===== src/rtl/brx_pkg.sv =====
package brx_pkg;

  typedef enum logic [2:0] {
    AM_DIRECT   = 3'd0,
    AM_POST_INC = 3'd1,
    AM_POST_DEC = 3'd2,
    AM_PRE_INC  = 3'd3,
    AM_PRE_DEC  = 3'd4,
    AM_REG_OFS  = 3'd5
  } am_e;

  typedef struct packed {
    logic is_pre;
    logic is_inc;
    logic is_dec;
    logic is_ofs;
  } am_dec_t;

  function automatic am_dec_t am_decode(input logic [2:0] m);
    am_dec_t d;
    d = '0;
    case (m)
      AM_POST_INC: d.is_inc = 1'b1;
      AM_POST_DEC: d.is_dec = 1'b1;
      AM_PRE_INC:  begin d.is_inc = 1'b1; d.is_pre = 1'b1; end
      AM_PRE_DEC:  begin d.is_dec = 1'b1; d.is_pre = 1'b1; end
      AM_REG_OFS:  d.is_ofs = 1'b1;
      default:     d = '0;
    endcase
    return d;
  endfunction

endpackage


===== src/rtl/brx_rst_sync.sv =====
module brx_rst_sync #(
  parameter int STAGES = 2
) (
  input  logic clk,
  input  logic rst_n,
  output logic rst_q_n
);
  logic [STAGES-1:0] sh_q;
  logic [STAGES-1:0] sh_d;

  always_comb begin
    sh_d = {sh_q[STAGES-2:0], 1'b1};
  end

  always_ff @(posedge clk or negedge rst_n) begin
    if (!rst_n) sh_q <= '0;
    else        sh_q <= sh_d;
  end

  assign rst_q_n = sh_q[STAGES-1];
endmodule


===== src/rtl/brx_activate.sv =====
module brx_activate
  import brx_pkg::*;
#(
  parameter int SELW   = 4,
  parameter int SP_IDX = (1 << SELW) - 1
) (
  input  logic [2:0]      mode,
  input  logic [SELW-1:0] reg_idx,
  input  logic [SELW-1:0] br_sel,
  input  logic            br_en,
  input  logic            word,
  input  logic            is_write,
  output logic            act
);
  logic mode_ok;
  logic sel_ok;

  always_comb begin
    mode_ok = (mode == AM_POST_INC) || (mode == AM_PRE_INC);
    sel_ok  = (br_sel != SELW'(SP_IDX)) && (reg_idx == br_sel);
    act     = br_en && sel_ok && mode_ok && word && is_write;
  end
endmodule


===== src/rtl/brx_revcarry.sv =====
module brx_revcarry #(
  parameter int AW = 16,
  parameter int MW = 15,
  localparam int W = AW - 1
) (
  input  logic [W-1:0]  base_hi,
  input  logic [MW-1:0] pivot,
  output logic [W-1:0]  sum_hi
);
  logic [W-1:0] piv_ext;
  logic [W-1:0] rev_a;
  logic [W-1:0] rev_b;
  logic [W-1:0] rev_s;

  always_comb begin
    piv_ext = '0;
    piv_ext[MW-1:0] = pivot;
  end

  for (genvar i = 0; i < W; i++) begin : g_rev
    assign rev_a[W-1-i] = base_hi[i];
    assign rev_b[W-1-i] = piv_ext[i];
    assign sum_hi[i]    = rev_s[W-1-i];
  end

  assign rev_s = rev_a + rev_b;
endmodule


===== src/rtl/brx_normal.sv =====
module brx_normal
  import brx_pkg::*;
#(
  parameter int AW = 16
) (
  input  logic [AW-1:0] ptr,
  input  logic [AW-1:0] ofs,
  input  logic [2:0]    mode,
  input  logic          word,
  output logic [AW-1:0] ea,
  output logic [AW-1:0] nxt
);
  am_dec_t       dec;
  logic [AW-1:0] step;

  always_comb begin
    dec  = am_decode(mode);
    step = word ? AW'(2) : AW'(1);
    if (dec.is_inc)      nxt = ptr + step;
    else if (dec.is_dec) nxt = ptr - step;
    else                 nxt = ptr;
    if (dec.is_pre)      ea = nxt;
    else if (dec.is_ofs) ea = ptr + ofs;
    else                 ea = ptr;
  end
endmodule


===== src/rtl/brx_addr_gen.sv =====
module brx_addr_gen
  import brx_pkg::*;
#(
  parameter int AW   = 16,
  parameter int MW   = 15,
  parameter int SELW = 4
) (
  input  logic            clk,
  input  logic            rst_n,
  input  logic            req,
  input  logic            is_write,
  input  logic            word,
  input  logic [2:0]      mode,
  input  logic [SELW-1:0] reg_idx,
  input  logic            br_en,
  input  logic [SELW-1:0] br_sel,
  input  logic            mod_en,
  input  logic [MW-1:0]   pivot,
  input  logic [AW-1:0]   ptr,
  input  logic [AW-1:0]   ofs,
  output logic [AW-1:0]   ea,
  output logic [AW-1:0]   ptr_nxt,
  output logic            br_act,
  output logic            mod_inh
);
  logic          rst_q_n;
  logic          act;
  logic [AW-2:0] rc_hi;
  logic [AW-1:0] n_ea;
  logic [AW-1:0] n_nxt;
  logic [AW-1:0] ea_d;
  logic [AW-1:0] nxt_d;
  logic          act_d;
  logic          inh_d;
  logic [AW-1:0] ea_q;
  logic [AW-1:0] nxt_q;
  logic          act_q;
  logic          inh_q;

  brx_rst_sync #(.STAGES(2)) u_rst (
    .clk(clk), .rst_n(rst_n), .rst_q_n(rst_q_n)
  );

  brx_activate #(.SELW(SELW)) u_act (
    .mode(mode), .reg_idx(reg_idx), .br_sel(br_sel), .br_en(br_en),
    .word(word), .is_write(is_write), .act(act)
  );

  brx_revcarry #(.AW(AW), .MW(MW)) u_rc (
    .base_hi(ptr[AW-1:1]), .pivot(pivot), .sum_hi(rc_hi)
  );

  brx_normal #(.AW(AW)) u_norm (
    .ptr(ptr), .ofs(ofs), .mode(mode), .word(word), .ea(n_ea), .nxt(n_nxt)
  );

  always_comb begin
    if (act) begin
      nxt_d = {rc_hi, 1'b0};
      ea_d  = (mode == AM_PRE_INC) ? {rc_hi, 1'b0} : {ptr[AW-1:1], 1'b0};
    end else begin
      nxt_d = n_nxt;
      ea_d  = n_ea;
    end
    act_d = act;
    inh_d = act && mod_en;
  end

  always_ff @(posedge clk or negedge rst_q_n) begin
    if (!rst_q_n) begin
      ea_q  <= '0;
      nxt_q <= '0;
      act_q <= 1'b0;
      inh_q <= 1'b0;
    end else if (req) begin
      ea_q  <= ea_d;
      nxt_q <= nxt_d;
      act_q <= act_d;
      inh_q <= inh_d;
    end
  end

  assign ea      = ea_q;
  assign ptr_nxt = nxt_q;
  assign br_act  = act_q;
  assign mod_inh = inh_q;
endmodule


===== config.mk =====
export PLATFORM = sky130hd
export DESIGN_NAME = brx_addr_gen
export DESIGN_NICKNAME = d
export VERILOG_FILES = /design/src/rtl/brx_pkg.sv /design/src/rtl/brx_rst_sync.sv /design/src/rtl/brx_activate.sv /design/src/rtl/brx_revcarry.sv /design/src/rtl/brx_normal.sv /design/src/rtl/brx_addr_gen.sv
export SDC_FILE = /design/constraint.sdc
export NUM_CORES = 1
export LEC_CHECK = 0
export BUFFER_PORTS_ARGS = -buffer_cell sky130_fd_sc_hd__buf_2
export CAP_MARGIN = 20
export CORE_UTILIZATION = 53
export CTS_BUF_LIST = sky130_fd_sc_hd__clkbuf_8
export CTS_CLUSTER_DIAMETER = 200
export DETAILED_ROUTE_END_ITERATION = 7
export PLACE_DENSITY = 0.88
export SLEW_MARGIN = 30
export SYNTH_ARGS = -nofsm -noshare
export SYNTH_HDL_FRONTEND = slang
export SYNTH_SLANG_ARGS = --single-unit

===== constraint.sdc =====
create_clock -name clk -period 1.5 [get_ports clk]
set_input_delay 0.3 -clock clk [delete_from_list [all_inputs] [get_ports clk]]
set_output_delay 0.3 -clock clk [all_outputs]
set_load 0.01 [all_outputs]

==> qor.txt, run 1 <==
Status: stopped before the end
Last step reached: 5_1_grt
Err: [ERROR GRT-0232] Routing congestion too high. Check the congestion heatmap in the GUI.
GR repair worst EP: ea[10]$_DFFE_PN0P_/D
Cells after Synth: 565
Clock buffer count from CTS: 5
Max Buffers Root-to-Sink: 2
Yosys reg bits: 36
Largest net degree at the start of global routing: 47
CTS root buf: clkbuf_8
Netlist cell types: 68
Worst_ep kind: register input
Inst Count DP: 903
Global-route usage over all layers: 78.3%
Top Ports: 99
H-Tree Depth: 2
Placed inst area: 6200 sq um
Initial Utilization: 54.9%
Detail Placement HPWL: 13600 microns
Placer congestion estimate: 1.08
Sequential share of the synthesized area: 21.1%
Remaining global-route overflow: 23
Die width: 91.7 microns
Yosys warning count: 0
Rows: 32
Post-Place Setup Slack: -1.36 ns
Clk sinks: 36
Mapped Nets: 667
Async set or reset register ratio after synthesis: 100%
Die height: 91.7 microns
Most used DFF post-synth: dfrtp_1
Post-synth EDFFs: 0
Synthesized area per cell: 7.55 sq um
Port bufs: 98
Syn Std Cell Area: 4260 sq um
==> what timing repair did <==
action	CTS
resized for setup	97
buffers inserted	11
hold buffers	1
hold endpoints to repair	2
pin swaps	40
endpoints found under the setup margin	33
==> layer usage <==
layer  GRT usage (%)  overflow
met1            81.9         1
met3            62.2         0
met4            76.0         6
met5            15.4         0
met2            93.2        16
==> through the flow <==
stage	hold WS [ns]	utilization, %	TNS [ns]
2_1_floorplan	0.00441	-	-18.33
3_3_place_gp	0.0845	79.9	-28.83
3_5_place_dp	0.0879	79.9	-33.28
4_1_cts	0.255	88.5	-19.12
==> Yosys cell counts (all sizes together), types with 3 or more instances <==
master	n	share of area, %
o22ai	7	1.0
and3	8	1.2
xor2	18	3.7
a21oi	64	7.5
a2111oi	4	0.82
inv	15	1.3
nand4	11	1.6
clkbuf	25	2.2
xnor2	24	4.9
nor2b	6	0.88
mux2	3	0.79
dfrtp	36	21
nor4	6	1.6
a31oi	17	2.5
ha	33	9.7
a211oi	10	1.8
fa	4	1.9
and2	4	0.59
nand3	17	2.1
mux2i	7	1.6
or3	3	0.44
o211ai	4	0.70
nor2	61	5.4
buf	7	1.0
o2bb2ai	3	0.62
nand2	51	4.5
or2	3	0.44
o21ai	37	4.3
nand2b	6	0.88
nor3	14	1.6
a21o	16	2.8
a32oi	3	0.79
o32ai	3	0.62
==> cell families after synthesis <==
logic type	count (synthesis)	synth area share, %
flops	36	21.1
fa+ha+maj	37	11.6
buf+inv	48	4.64
simple gates	197	22.7
mux	10	2.44
compound gates	194	28.9
xor+xnor	42	8.63
other cells	1	0.0879
==> run 2, diff against run 1 <==
--- a/config.mk
+++ b/config.mk
@@ -7,11 +7,9 @@
 export LEC_CHECK = 0
 export BUFFER_PORTS_ARGS = -buffer_cell sky130_fd_sc_hd__buf_2
 export CAP_MARGIN = 20
-export CORE_UTILIZATION = 53
-export CTS_BUF_LIST = sky130_fd_sc_hd__clkbuf_8
-export CTS_CLUSTER_DIAMETER = 200
+export CORE_UTILIZATION = 38
 export DETAILED_ROUTE_END_ITERATION = 7
-export PLACE_DENSITY = 0.88
+export PLACE_DENSITY_LB_ADDON = 0.15
 export SLEW_MARGIN = 30
 export SYNTH_ARGS = -nofsm -noshare
 export SYNTH_HDL_FRONTEND = slang
==> qor.txt, run 2 <==
Final wirelength: 17100 microns
Yosys reg bits: 36 (unchanged)
Via-to-Cell Ratio: 5.59
Critical R2R Launch: ea[12]$_DFFE_PN0P_
Period utilization: 160%
Post-route ant nets: 0
Port bufs: 98 (unchanged)
First-pass GRT wire length: 26600 microns
Synth cell count leaders: 64 x a21oi_1, 60 x nor2_1, 51 x nand2_1
Async set or reset register ratio after synthesis: 100% (unchanged)
Antenna diodes: 0
Final hold vios: 0
Critical Path Sink Type: flop
Vias in the first global route: 5180
Leakage: 3.34 nW
Remaining global-route overflow: 0
Post-synth EDFFs: 0 (unchanged)
Detail Placement HPWL: 12900 microns (-5.1%)
Detailed-route via count: 5464
Layout cell share with drive strength beyond 1: 51.4%
Status: finished, violations left
Peak VDD IR: 0.753 mV
Synthesized area per cell: 7.55 sq um (unchanged)
Final Critical Period: 2.39 ns
Slack of the critical path: -0.895 ns
Critical path launch point: word
Yosys warning count: 0 (unchanged)
H-Tree Depth: 2 (unchanged)
Synth area leader: dfrtp_1
Worst Hold Slack: 0.268 ns
Clock Pin Slew Worst Setup and Hold Paths: 0.08 ns
Worst Path Arrival: 2.57 ns
Initial Utilization: 39.2% (-16 points)
Setup TNS: -20.24 ns
Overall Power: 4.44 mW
Placeable Area: 10900 sq um
Mapped Nets: 667 (unchanged)
Most common cell after layout, fill and taps aside: buf_4
Antenna violations before repair: 0
Global-route usage over all layers: 29.4%
Yosys top cell area share: 21.1% (unchanged)
Placer congestion estimate: 0.949 (-12%)
# setup viols final: 31
Violated checks: setup timing
Full die area: 11600 sq um
Max Buffers Root-to-Sink: 2 (unchanged)
Clock buffer count from CTS: 5 (unchanged)
Final Util: 67.4%
Most used DFF post-synth: dfrtp_1
Cells after Synth: 565 (unchanged)
Netlist cell types: 68 (unchanged)
Worst Max-Slew Pin Slew: 0.691 ns
Top Ports: 99 (unchanged)
CTS tree: done
Cell with the most instances after synthesis: a21oi_1
CP Class: input port to flop
CP Max Fanout: 3
Fmax: 418 MHz
Slew HR: 54.0%
CP required: 1.68 ns
Pwr/cell area: 605 nW/um^2
Worst hold path type: flop to async pin
Die width: 108 microns (+18%)
Rows: 38 (+19%)
RSZ-0062 raised after global routing: true
Residual DRC count: 0
Most frequent cells in the layout: 181 x buf_4, 90 x buf_2, 57 x nor2_1, 46 x nand2_1, 45 x a21oi_1
Largest net degree at the start of global routing: 35
Die height: 108 microns (+18%)
CTS root buf: clkbuf_8
Wire per inst: 17.5 microns
# nets final: 938
Fin. max-slew vios: 0
Iter 0 DRT Violations: 469
Syn Std Cell Area: 4260 sq um (unchanged)
Clk_skew: 0.00608 ns
Worst-Skew Late Latency: 0.29 ns
Max-cap violations: 0
Post-Place Setup Slack: -1.52 ns (-0.158 ns)
Sequential share of the synthesized area: 21.1% (unchanged)
Clk sinks: 36 (unchanged)
TritonRoute pass-1 iters: 5
Synth top area cells: dfrtp_1 21%, ha_1 9.7%, a21oi_1 7.5%
Area Overhead vs Synth: 72.2%
Startpoint types: input port
==> run 2: cell counts after synthesis <==
Identical to the previous run, type by type.
==> run 2: critical path, stage by stage <==
cell	delay (ns)
buf_8	0.10
clkinvlp_4	0.10
ha_4	0.14
inv_2	0.04
fa_2	0.38
or3b_4	0.44
nor4_4	0.21
a32oi_2	0.11
nand3_2	0.10
nand2_1	0.05
a221o_1	0.31
a221o_1	0.31
==> run 2: path summary, 6_finish.rpt <==
check	endpoint	cells after the start	slack [ns]
worst min register to register	ptr_nxt[11]$_DFFE_PN0P_	1	0.27
worst max register to register	ea[12]$_DFFE_PN0P_	3	0.59
min in group clk	mod_inh$_DFFE_PN0P_	3	0.27
worst max-delay path	ea[10]$_DFFE_PN0P_	12	-0.89
max in group asynchronous	ptr_nxt[0]$_DFFE_PN0P_	1	0.91
worst min-delay path	ptr_nxt[11]$_DFFE_PN0P_	1	0.27
==> run 2: layout make-up <==
type | instances | area, sq um
Clock buffer | 7 | 96.3
Clock inverter | 1 | 30.0
Fill cell | 870 | 3540
Inverter | 16 | 63.8
Multi-Input combinational cell | 481 | 3980
Sequential cell | 36 | 901
Tap cell | 140 | 175
Timing Repair Buffer | 296 | 2100
==> run 2: kinds of logic after synthesis <==
logic type	synth area share (%)
compound gates	28.9
xor+xnor	8.63
fa+ha+maj	11.6
buf+inv	4.64
flops	21.1
mux	2.44
other cells	0.0879
simple gates	22.7
==> run 2: through the flow <==
stage / area (sq um) / std cells
3_5_place_dp: 6290 / 948
2_1_floorplan: 4470 / 565
4_1_cts: 7020 / 971
5_1_grt: 7340 / 977
3_3_place_gp: 6290 / 948
6_report: 7340 / 977
==> run 2: power by group <==
| group | internal, mW | leakage (nW) | switching, mW |
|---|---|---|---|
| clock | 0.586 | 0.0645 | 0.346 |
| combinational | 1.15 | 2.85 | 1.23 |
| sequential | 1.07 | 0.422 | 0.0598 |
| total | 2.81 | 3.34 | 1.63 |
==> run 2: routing by layer <==
layer,vias to the layer above,GRT usage [%],wire [microns]
li1,2625,-,-
met1,2569,41.2,7530
met2,235,47.7,7960
met3,35,3.01,1200
met4,0,8.32,424
met5,-,0,0
==> run 2: what timing repair did <==
item	in CTS	in global routing
resized for setup	98	57
pin swaps	51	27
setup buffers	13	7
hold buffers	1	0
hold endpoints to repair	2	0
setup endpoints to repair	32	33
cloned	1	0
(Power assumes the default switching activity.)
